## config.mk

```make
export PLATFORM = sky130hd
export DESIGN_NAME = tlm_lut_mult
export DESIGN_NICKNAME = d
export VERILOG_FILES = /design/src/rtl/tlm_pkg.sv /design/src/rtl/tlm_table_gen.sv /design/src/rtl/tlm_table_ram.sv /design/src/rtl/tlm_recombine.sv /design/src/rtl/tlm_lut_mult.sv
export SDC_FILE = /design/constraint.sdc
export NUM_CORES = 1
export LEC_CHECK = 0
export BUFFER_PORTS_ARGS = -buffer_cell sky130_fd_sc_hd__buf_2
export CORE_AREA = 4 4 325 327
export CTS_CLUSTER_SIZE = 10
export DETAILED_ROUTE_END_ITERATION = 8
export DIE_AREA = 0 0 329 331
export GPL_ROUTABILITY_DRIVEN = 0
export HOLD_SLACK_MARGIN = 0.1
export PLACE_DENSITY = 0.55
export RECOVER_POWER = 100
export SKIP_CTS_REPAIR_TIMING = 1
export SLEW_MARGIN = 20
export SYNTH_ARGS = -nofsm -noshare
export SYNTH_HDL_FRONTEND = slang
export SYNTH_SLANG_ARGS = --single-unit
```

## constraint.sdc

```tcl
create_clock -name clk -period 4.1 [get_ports clk]
set_clock_uncertainty 0.2 [all_clocks]
set_input_delay 0.82 -clock clk [delete_from_list [all_inputs] [get_ports clk]]
set_output_delay 0.82 -clock clk [all_outputs]
set_load 0.02 [all_outputs]
```

## src/rtl/tlm_pkg.sv

```systemverilog
// Package: shared types for the table-lookup multiplier.
// Assumes nothing beyond IEEE 1800-2017 enums.
package tlm_pkg;

    // Table fill sequencer state.
    typedef enum logic [0:0] {
        GEN_IDLE = 1'b0,
        GEN_FILL = 1'b1
    } gen_state_t;

endpackage

```

## src/rtl/tlm_table_gen.sv

```systemverilog
// Module: tlm_table_gen
// Fills the multiple table after a coefficient load. Entry k receives k*C.
// The value comes from a running sum, so no multiplier is needed. One entry
// is written per clock, and busy_o stays high for the whole fill.
// Assumes: ENTRY_W is wide enough for (2**ADDR_W - 1) * (2**COEF_W - 1).
//          Load strobes that arrive during a fill are dropped.
module tlm_table_gen
    import tlm_pkg::*;
#(
    parameter int COEF_W  = 13,
    parameter int ADDR_W  = 5,
    parameter int ENTRY_W = 18
) (
    input  logic               clk,
    input  logic               rst_n,
    input  logic               load_i,
    input  logic [COEF_W-1:0]  coef_i,
    output logic               busy_o,
    output logic [COEF_W-1:0]  coef_o,
    output logic               wr_en_o,
    output logic [ADDR_W-1:0]  wr_addr_o,
    output logic [ENTRY_W-1:0] wr_data_o
);

    localparam logic [ADDR_W-1:0] LAST_IDX = ADDR_W'((1 << ADDR_W) - 1);

    gen_state_t         state_q;
    logic [ADDR_W-1:0]  idx_q;
    logic [ENTRY_W-1:0] acc_q;
    logic [COEF_W-1:0]  coef_q;

    // Sequencer: latch coefficient, then step the index and running sum.
    always_ff @(posedge clk) begin
        if (!rst_n) begin
            state_q <= GEN_IDLE;
            idx_q   <= '0;
            acc_q   <= '0;
            coef_q  <= '0;
        end else begin
            case (state_q)
                GEN_IDLE: begin
                    if (load_i) begin
                        coef_q  <= coef_i;
                        idx_q   <= '0;
                        acc_q   <= '0;
                        state_q <= GEN_FILL;
                    end
                end
                GEN_FILL: begin
                    idx_q <= idx_q + 1'b1;
                    acc_q <= acc_q + ENTRY_W'(coef_q);
                    if (idx_q == LAST_IDX) begin
                        state_q <= GEN_IDLE;
                    end
                end
                default: state_q <= GEN_IDLE;
            endcase
        end
    end

    // Write port and status driven from the sequencer state.
    always_comb begin
        busy_o    = (state_q == GEN_FILL);
        wr_en_o   = (state_q == GEN_FILL);
        wr_addr_o = idx_q;
        wr_data_o = acc_q;
        coef_o    = coef_q;
    end

    // an accepted load starts a fill at the next clock.
    assert_busy_start_R3: assert property (@(posedge clk) disable iff (!rst_n)
        (load_i && !busy_o) |=> busy_o);

    // the fill ends right after the last entry is written.
    assert_busy_end_R3: assert property (@(posedge clk) disable iff (!rst_n)
        (busy_o && wr_addr_o == LAST_IDX) |=> !busy_o);

    // the coefficient cannot change while a fill is running.
    assert_load_ignored_R7: assert property (@(posedge clk) disable iff (!rst_n)
        (busy_o && $past(busy_o)) |-> $stable(coef_o));

endmodule

```

## src/rtl/tlm_table_ram.sv

```systemverilog
// Module: tlm_table_ram
// One copy of the multiple table. It has one write port and one read port,
// and the read data is registered. Reset clears every entry to zero.
// Assumes: reads and writes never happen in the same clock (the top
//          blocks reads while the table is being filled).
module tlm_table_ram #(
    parameter int ADDR_W  = 5,
    parameter int ENTRY_W = 18
) (
    input  logic               clk,
    input  logic               rst_n,
    input  logic               wr_en_i,
    input  logic [ADDR_W-1:0]  wr_addr_i,
    input  logic [ENTRY_W-1:0] wr_data_i,
    input  logic               rd_en_i,
    input  logic [ADDR_W-1:0]  rd_addr_i,
    output logic [ENTRY_W-1:0] rd_data_o
);

    localparam int DEPTH = 1 << ADDR_W;

    logic [ENTRY_W-1:0] mem_q [DEPTH];

    // Storage array: cleared by reset, written by the fill sequencer.
    always_ff @(posedge clk) begin
        if (!rst_n) begin
            for (int k = 0; k < DEPTH; k++) begin
                mem_q[k] <= '0;
            end
        end else if (wr_en_i) begin
            mem_q[wr_addr_i] <= wr_data_i;
        end
    end

    // Registered read: captures the addressed entry when enabled.
    always_ff @(posedge clk) begin
        if (!rst_n) begin
            rd_data_o <= '0;
        end else if (rd_en_i) begin
            rd_data_o <= mem_q[rd_addr_i];
        end
    end

endmodule

```

## src/rtl/tlm_recombine.sv

```systemverilog
// Module: tlm_recombine
// Second pipeline stage. Chunk i's partial product is shifted left by
// i*CHUNK_W, all of them are added, and the sum is registered. The output
// keeps its value when no valid input arrives.
// Assumes: PROD_W holds the full product, so the sum never wraps.
module tlm_recombine #(
    parameter int NCHUNK  = 2,
    parameter int CHUNK_W = 5,
    parameter int ENTRY_W = 18,
    parameter int PROD_W  = 23
) (
    input  logic                           clk,
    input  logic                           rst_n,
    input  logic                           valid_i,
    input  logic [NCHUNK-1:0][ENTRY_W-1:0] parts_i,
    output logic                           valid_o,
    output logic [PROD_W-1:0]              product_o
);

    logic [PROD_W-1:0] sum_c;

    // Weighted sum of the chunk partial products.
    always_comb begin
        sum_c = '0;
        for (int i = 0; i < NCHUNK; i++) begin
            sum_c = sum_c + (PROD_W'(parts_i[i]) << (i * CHUNK_W));
        end
    end

    // Output register: loads on valid, holds otherwise.
    always_ff @(posedge clk) begin
        if (!rst_n) begin
            valid_o   <= 1'b0;
            product_o <= '0;
        end else begin
            valid_o <= valid_i;
            if (valid_i) begin
                product_o <= sum_c;
            end
        end
    end

endmodule

```

## src/rtl/tlm_lut_mult.sv

```systemverilog
// Module: tlm_lut_mult (top)
// Unsigned constant-coefficient multiplier built from lookup tables.
// The sample is cut into NCHUNK chunks. Each chunk addresses its own copy
// of the multiple table (stage 1), and the partial products are shifted
// and added (stage 2). Latency is two clocks. Samples arriving while the
// tables are being filled are dropped.
// Assumes: SAMPLE_W is a multiple of CHUNK_W; the coefficient is not
//          reloaded while results are still expected.
module tlm_lut_mult #(
    parameter int SAMPLE_W = 10,
    parameter int CHUNK_W  = 5,
    parameter int COEF_W   = 13
) (
    input  logic                         clk,
    input  logic                         rst_n,
    input  logic                         coef_load_i,
    input  logic [COEF_W-1:0]            coef_i,
    output logic                         busy_o,
    input  logic                         valid_i,
    input  logic [SAMPLE_W-1:0]          sample_i,
    output logic                         valid_o,
    output logic [COEF_W+SAMPLE_W-1:0]   product_o
);

    localparam int NCHUNK  = SAMPLE_W / CHUNK_W;
    localparam int ENTRY_W = COEF_W + CHUNK_W;
    localparam int PROD_W  = COEF_W + SAMPLE_W;

    logic                           wr_en;
    logic [CHUNK_W-1:0]             wr_addr;
    logic [ENTRY_W-1:0]             wr_data;
    logic [COEF_W-1:0]              coef_cur;
    logic                           accept;
    logic                           valid_s1;
    logic [NCHUNK-1:0][ENTRY_W-1:0] parts;

    tlm_table_gen #(
        .COEF_W  (COEF_W),
        .ADDR_W  (CHUNK_W),
        .ENTRY_W (ENTRY_W)
    ) u_gen (
        .clk       (clk),
        .rst_n     (rst_n),
        .load_i    (coef_load_i),
        .coef_i    (coef_i),
        .busy_o    (busy_o),
        .coef_o    (coef_cur),
        .wr_en_o   (wr_en),
        .wr_addr_o (wr_addr),
        .wr_data_o (wr_data)
    );

    // A sample enters the pipeline only when no fill is running.
    always_comb begin
        accept = valid_i && !busy_o;
    end

    // Stage 1 qualifier: marks a table read that is in flight.
    always_ff @(posedge clk) begin
        if (!rst_n) begin
            valid_s1 <= 1'b0;
        end else begin
            valid_s1 <= accept;
        end
    end

    // One table copy per chunk, all written with the same data.
    for (genvar g = 0; g < NCHUNK; g++) begin : g_chunk
        tlm_table_ram #(
            .ADDR_W  (CHUNK_W),
            .ENTRY_W (ENTRY_W)
        ) u_tab (
            .clk       (clk),
            .rst_n     (rst_n),
            .wr_en_i   (wr_en),
            .wr_addr_i (wr_addr),
            .wr_data_i (wr_data),
            .rd_en_i   (accept),
            .rd_addr_i (sample_i[g*CHUNK_W +: CHUNK_W]),
            .rd_data_o (parts[g])
        );
    end

    tlm_recombine #(
        .NCHUNK  (NCHUNK),
        .CHUNK_W (CHUNK_W),
        .ENTRY_W (ENTRY_W),
        .PROD_W  (PROD_W)
    ) u_sum (
        .clk       (clk),
        .rst_n     (rst_n),
        .valid_i   (valid_s1),
        .parts_i   (parts),
        .valid_o   (valid_o),
        .product_o (product_o)
    );

    // an accepted sample gives a result two clocks later.
    assert_latency_R5: assert property (@(posedge clk) disable iff (!rst_n)
        (valid_i && !busy_o) |=> ##1 valid_o);

    // a sample presented during a fill produces no result.
    assert_drop_busy_R6: assert property (@(posedge clk) disable iff (!rst_n)
        (valid_i && busy_o) |=> ##1 !valid_o);

    // the result equals sample times coefficient as seen two clocks earlier.
    assert_product_R4: assert property (@(posedge clk) disable iff (!rst_n)
        valid_o |-> (product_o ==
            PROD_W'(PROD_W'($past(sample_i, 2)) * PROD_W'($past(coef_cur, 2)))));

    // the output holds while no result is delivered.
    assert_hold_R8: assert property (@(posedge clk) disable iff (!rst_n)
        !valid_o |-> $stable(product_o));

endmodule

```

== Yosys cells after proc, flatten, opt, wreduce, memory -nomap -nowiden ==
Memory sizes are Yosys's and may differ from the RTL's. A register that Yosys moved wholly into a read port is not among the register bits.
Cells that the tools add are included.

* Reductions and logical operators: 7
* Mux-type cells: 17
* Bitwise operators: 1
* Equality and inequality tests: 2
* Add/subtract/negate cells: 3

{| class="wikitable"
|+ Operator list
! kind !! count
|-
| 18-bit two-way mux || 3
|-
| 18-bit case mux with 2 select lines || 1
|-
| 18-bit OR reduction || 2
|-
| 18-bit by 23-bit adder with 23-bit output || 1
|-
| 18-bit by 13-bit adder with 18-bit output || 1
|-
| 5-bit two-way mux || 3
|-
| 5-bit case mux with 2 select lines || 1
|-
| 1-bit two-way mux || 8
|-
| 5-bit by 1-bit adder with 5-bit output (second input constant) || 1
|-
| 5-bit == test (second input constant) || 1
|-
| 1-bit zero test || 3
|-
| 2-bit != test (second input constant) || 1
|-
| 1-bit case mux with 2 select lines || 1
|-
| 2-bit AND reduction || 1
|-
| 1-bit logical AND || 1
|-
| 1-bit inverter || 1
|}

* Flip-flop bits (word level): 62
* Word-level logic and storage cells: 39
* RAM bits: 1,152
* Memories kept: 2
* Input bits: 27
* Output and inout port bits: 25

{| class="wikitable"
|+ Memory list
! memory !! depth !! bits a word !! rd ports !! clocked after Yosys merged registers in !! wr ports !! RTL line !! text
|-
| g_chunk[0].u_tab.mem_q || 32 || 18 || 1 || 1 || 32 || tlm_table_ram.sv:22 || <nowiki>logic [ENTRY_W-1:0] mem_q [DEPTH];</nowiki>
|-
| g_chunk[1].u_tab.mem_q || 32 || 18 || 1 || 1 || 32 || tlm_table_ram.sv:22 ||
|}

== Longest topological paths before layout ==
* Depth after elaboration: 5
* Mapped depth: 9
* Depth with buffers taken out: 9

== Cells and area by module ==
From an unflattened synthesis, not the netlist that was laid out.

* Cell total of the unflattened synthesis: 4,426
* Area total of the unflattened synthesis: 58,255.9 µm²

{| class="wikitable"
|+ By module, submodules not included
! module !! times used !! area each (µm²) !! sequential area each (µm²) !! cells an instance
|-
| tlm_table_ram || 2 || 27,202.3 || 17,656.9 || 1,988
|-
| tlm_table_gen || 1 || 2,127.0 || 740.7 || 251
|-
| tlm_recombine || 1 || 1,689.1 || 480.5 || 196
|-
| tlm_lut_mult || 1 || 35.0 || 20.0 || 3
|}

== Least setup slack after synthesis ==
No wires, ideal clock.

* Kind: input -> register
* From: in rst_n
* To: mem g_chunk[1].u_tab.mem_q[3][0], enable pin
* Buffers on the path: 2
* Path slack: 0.627 ns
* Library setup time: 0.418 ns
* Arrival time: 2.855 ns
* Cell stages on the path: 5
* Required time: 3.482 ns
* Path through: and2_1 > nand2_1 > clkbuf_1 > clkbuf_1 > o21ai_0

{| class="wikitable"
|+ RTL lines
! element !! RTL line !! text
|-
| from (decl) || tlm_lut_mult.sv:15 || <nowiki>input logic rst_n,</nowiki>
|-
| to (decl) || tlm_table_ram.sv:22 ||
|}

==> impl_metrics.tcl <==
set metrics [dict create \
    outcome "finished with violations" \
    failed_checks "max-capacitance violations, max-slew violations" \
    grtUsageMet2_pct 34.14 \
    async_flop_share_pct 0 \
    setup_viol 0 \
    synth_top_area_cell "sky130_fd_sc_hd__edfxtp_1" \
    sequential_to_total_area_share_from_yosys_stat_pct 53.87 \
    port_buffers 51 \
    postPlaceCellArea_um2 38100 \
    layout.filler_cells 9594 \
    initial_core_utilization_pct 34.74 \
    global_route.peak_usage_layer "met2" \
    viasPerCell 5.751 \
    initialDrtViolationCount 2540 \
    worstPathCellList "buf_8 -> clkbuf_4 -> mux4_2 -> nor2b_1 -> a211oi_1 -> nor3_1" \
    worst_skew_pair_latency_ns 0.66 \
    max_freq_ghz 0.2868 \
    layout_min_cycle_time_ns 3.487 \
    final_hold_vio_count 0 \
    finalInstanceArea_um2 40170 \
    gr-usage-met3_pct 4.649 \
    ctsRootBufferMaster "sky130_fd_sc_hd__clkbuf_16" \
    grt_antenna_before_repair 2 \
    critical_path.max_fanout 45 \
    worst-slew-pin-transition_ns 1.759 \
    fraction_of_final_layout_cells_sized_beyond_drive_strength_1_pct 20.51 \
    ios 52 \
    vdd.ir_drop.worst_mv 0.2645 \
    cts.path.max_buffers 3 \
    dominantRegCellSynth "sky130_fd_sc_hd__edfxtp_1" \
    finalWirelength_mm 118.6 \
    groute.layer.met1.usage_pct 30.15 \
    dieWidth_um 329 \
    gr-usage-all-layers_pct 21.77 \
    post_synth_top_area_share_pct 48.38 \
    p_per_area_nw_per_um2 408.7 \
    row_count 118 \
    worstPathBufferInverterCount 2 \
    period_share_pct 85.06 \
    chipHeight_um 331 \
    avgSynthCellArea_um2 13.90 \
    number_of_warning_messages_in_the_yosys_log 0 \
    final_routed_drc_violation_total 0 \
    worst-setup-path-type "in -> reg" \
    cp_slowest_stage_delay_ns 0.95 \
    crit_required_ns 4.39 \
    floorplan.core_area_um2 102900 \
    timing.hold.worst.class "in -> reg" \
    drt-pass1-iter-count 5 \
    synth.net_count 2633 \
    netlist_top_cells_count "sky130_fd_sc_hd__edfxtp_1, sky130_fd_sc_hd__and2_1, sky130_fd_sc_hd__mux4_2, sky130_fd_sc_hd__clkbuf_1, sky130_fd_sc_hd__nor3_1" \
    crit_family "buffers and inverters" \
    htreeDepth 3 \
    net_count_of_the_finished_layout 2679 \
    synth_most_common_cell "sky130_fd_sc_hd__edfxtp_1" \
    final_cells 4069 \
    yosys_register_bits 674 \
    grt_first_pass_wirelength_mm 171.8 \
    ys_types 63 \
    route.detailed.wl_per_inst_um 29.16 \
    maxCapViolCount 6 \
    gr-total-overflow 0 \
    dieArea_um2 108900 \
    fin_tns_setup_ns 0 \
    leakagePower_nw 13.65 \
    critical_path.slowest_cell "sky130_fd_sc_hd__clkbuf_4" \
    timing.critical_path.from_type "input port" \
    relSlewSlack_pct -17.24 \
    maximum_number_of_pins_on_one_net_before_global_route_repair 123 \
    hold_slack_ns 0.2370 \
    flow.area_growth_from_synthesis_pct 12.34 \
    rsz_0062_raised_after_global_routing "false" \
    cp_data_arrival_time_ns 3.78 \
    edff_count_synth 576 \
    slew_viol_final 98 \
    clock_transition_at_the_registers_of_the_reported_paths_ns 0.05 \
    vias_in_the_first_global_route 24170 \
    total_number_of_clock_tree_sinks 674 \
    ant_nets 0 \
    netlist_area_um2 35750 \
    dp.cells 3916 \
    numCtsBuffers 81 \
    critical_path.endpoint_type "register" \
    tritoncts_clock_tree "done" \
    syn_inst 2573 \
    dp_hpwl_mm 76.32 \
    via_count 23400 \
    synth.area.top_cells "sky130_fd_sc_hd__edfxtp_1, sky130_fd_sc_hd__mux4_2, sky130_fd_sc_hd__and2_1, sky130_fd_sc_hd__dfxtp_1, sky130_fd_sc_hd__clkbuf_1" \
]
-- worst register-to-register path, cell delays in order, from the launching register on --
cell,delay [ns]
sky130_fd_sc_hd__dfxtp_1,0.72
sky130_fd_sc_hd__nand3b_1,0.14
sky130_fd_sc_hd__clkbuf_1,0.36
sky130_fd_sc_hd__o21ai_0,0.38
sky130_fd_sc_hd__clkbuf_1,1.23
-- final timing paths --
path	from	to	slack (ns)	cells past startpoint
worst max-delay path	sample_i[5]	g_chunk[1].u_tab.rd_data_o[17]	0.61	6
worst max register to register	u_gen.wr_addr_o[4]	g_chunk[1].u_tab.mem_q[27][6]	0.66	4
worst min-delay path	coef_i[5]	u_gen.coef_o[5]	0.24	3
worst min register to register	u_gen.coef_o[9]	u_gen.coef_o[9]	0.27	2
-- flip-flops by register name (all words and copies together) (netlist names) --
name and flops:
g_chunk.u_tab.mem_q 576, g_chunk.u_tab.rd_data_o 36, u_sum.product_o 23, u_gen.wr_data_o 18
u_gen.coef_o 13, u_gen.wr_addr_o 5, u_gen.busy_o 1, u_sum.valid_o 1
valid_s1 1
-- metal layers --
layer  vias to the layer above  part of all wire (%)  wire (um)
li1                       9905                     -          -
met5                         -                     0          0
met3                       207                   9.2      10960
met4                         0                   4.0       4731
met1                     12150                    41      49180
met2                      1136                    45      53770
-- power breakdown --
part	leakage, nW	switching [mW]	internal, mW
Sequential	6.72	0.189	7.70
Clock	1.19	2.90	3.96
Combinational	5.74	0.986	0.683
Total	13.7	4.07	12.3
-- area by class of cell --
class,instances,area (um^2),share of cell area (%)
inverter,13,48.80,0.1215
clock buffer,141,2396,5.965
multi-input combinational,1644,15310,38.13
timing repair buffer,205,1326,3.302
clock inverter,9,87.58,0.2181
sequential,674,19260,47.95
tap,1380,1727,4.299
antenna,3,7.507,0.01869
-- stage by stage --
step                      setup slack (ns)  util, %  total power, mW
after floorplan                     0.6274        -            9.028
after global placement              0.1552    37.02            9.677
after detailed placement            0.3996    37.03            9.708
after CTS                            1.081    39.44            16.54
after global routing                0.4708    39.02            16.93
final                               0.6127    39.03            16.42
-- kinds of logic after synthesis --
logic type | count (synthesis) | share of synthesized area, %
adders and majority gates | 33 | 1.197
muxes | 374 | 20.68
AOI/OAI and AO/OA | 300 | 5.701
xor gates and xnor gates | 22 | 0.5389
buffers and inverters | 255 | 3.335
and+or+nand+nor | 915 | 14.69
DFF | 674 | 53.87
-- placed cells by master, fill, tap and decap left out, types with 50 or more instances in the layout --
cell type                   count
sky130_fd_sc_hd__nor2_1        82
sky130_fd_sc_hd__clkbuf_16     84
sky130_fd_sc_hd__clkbuf_1     133
sky130_fd_sc_hd__edfxtp_1     576
sky130_fd_sc_hd__mux2i_1       50
sky130_fd_sc_hd__nand2_1       64
sky130_fd_sc_hd__dfxtp_1       97
sky130_fd_sc_hd__and2_1       220
sky130_fd_sc_hd__and2_0       296
sky130_fd_sc_hd__nor2b_1       99
sky130_fd_sc_hd__a21oi_1       62
sky130_fd_sc_hd__nor3_1       108
sky130_fd_sc_hd__mux4_2       288
sky130_fd_sc_hd__o21ai_0       55
sky130_fd_sc_hd__a211oi_1      78
sky130_fd_sc_hd__buf_4         71
(Power assumes the default switching activity.)
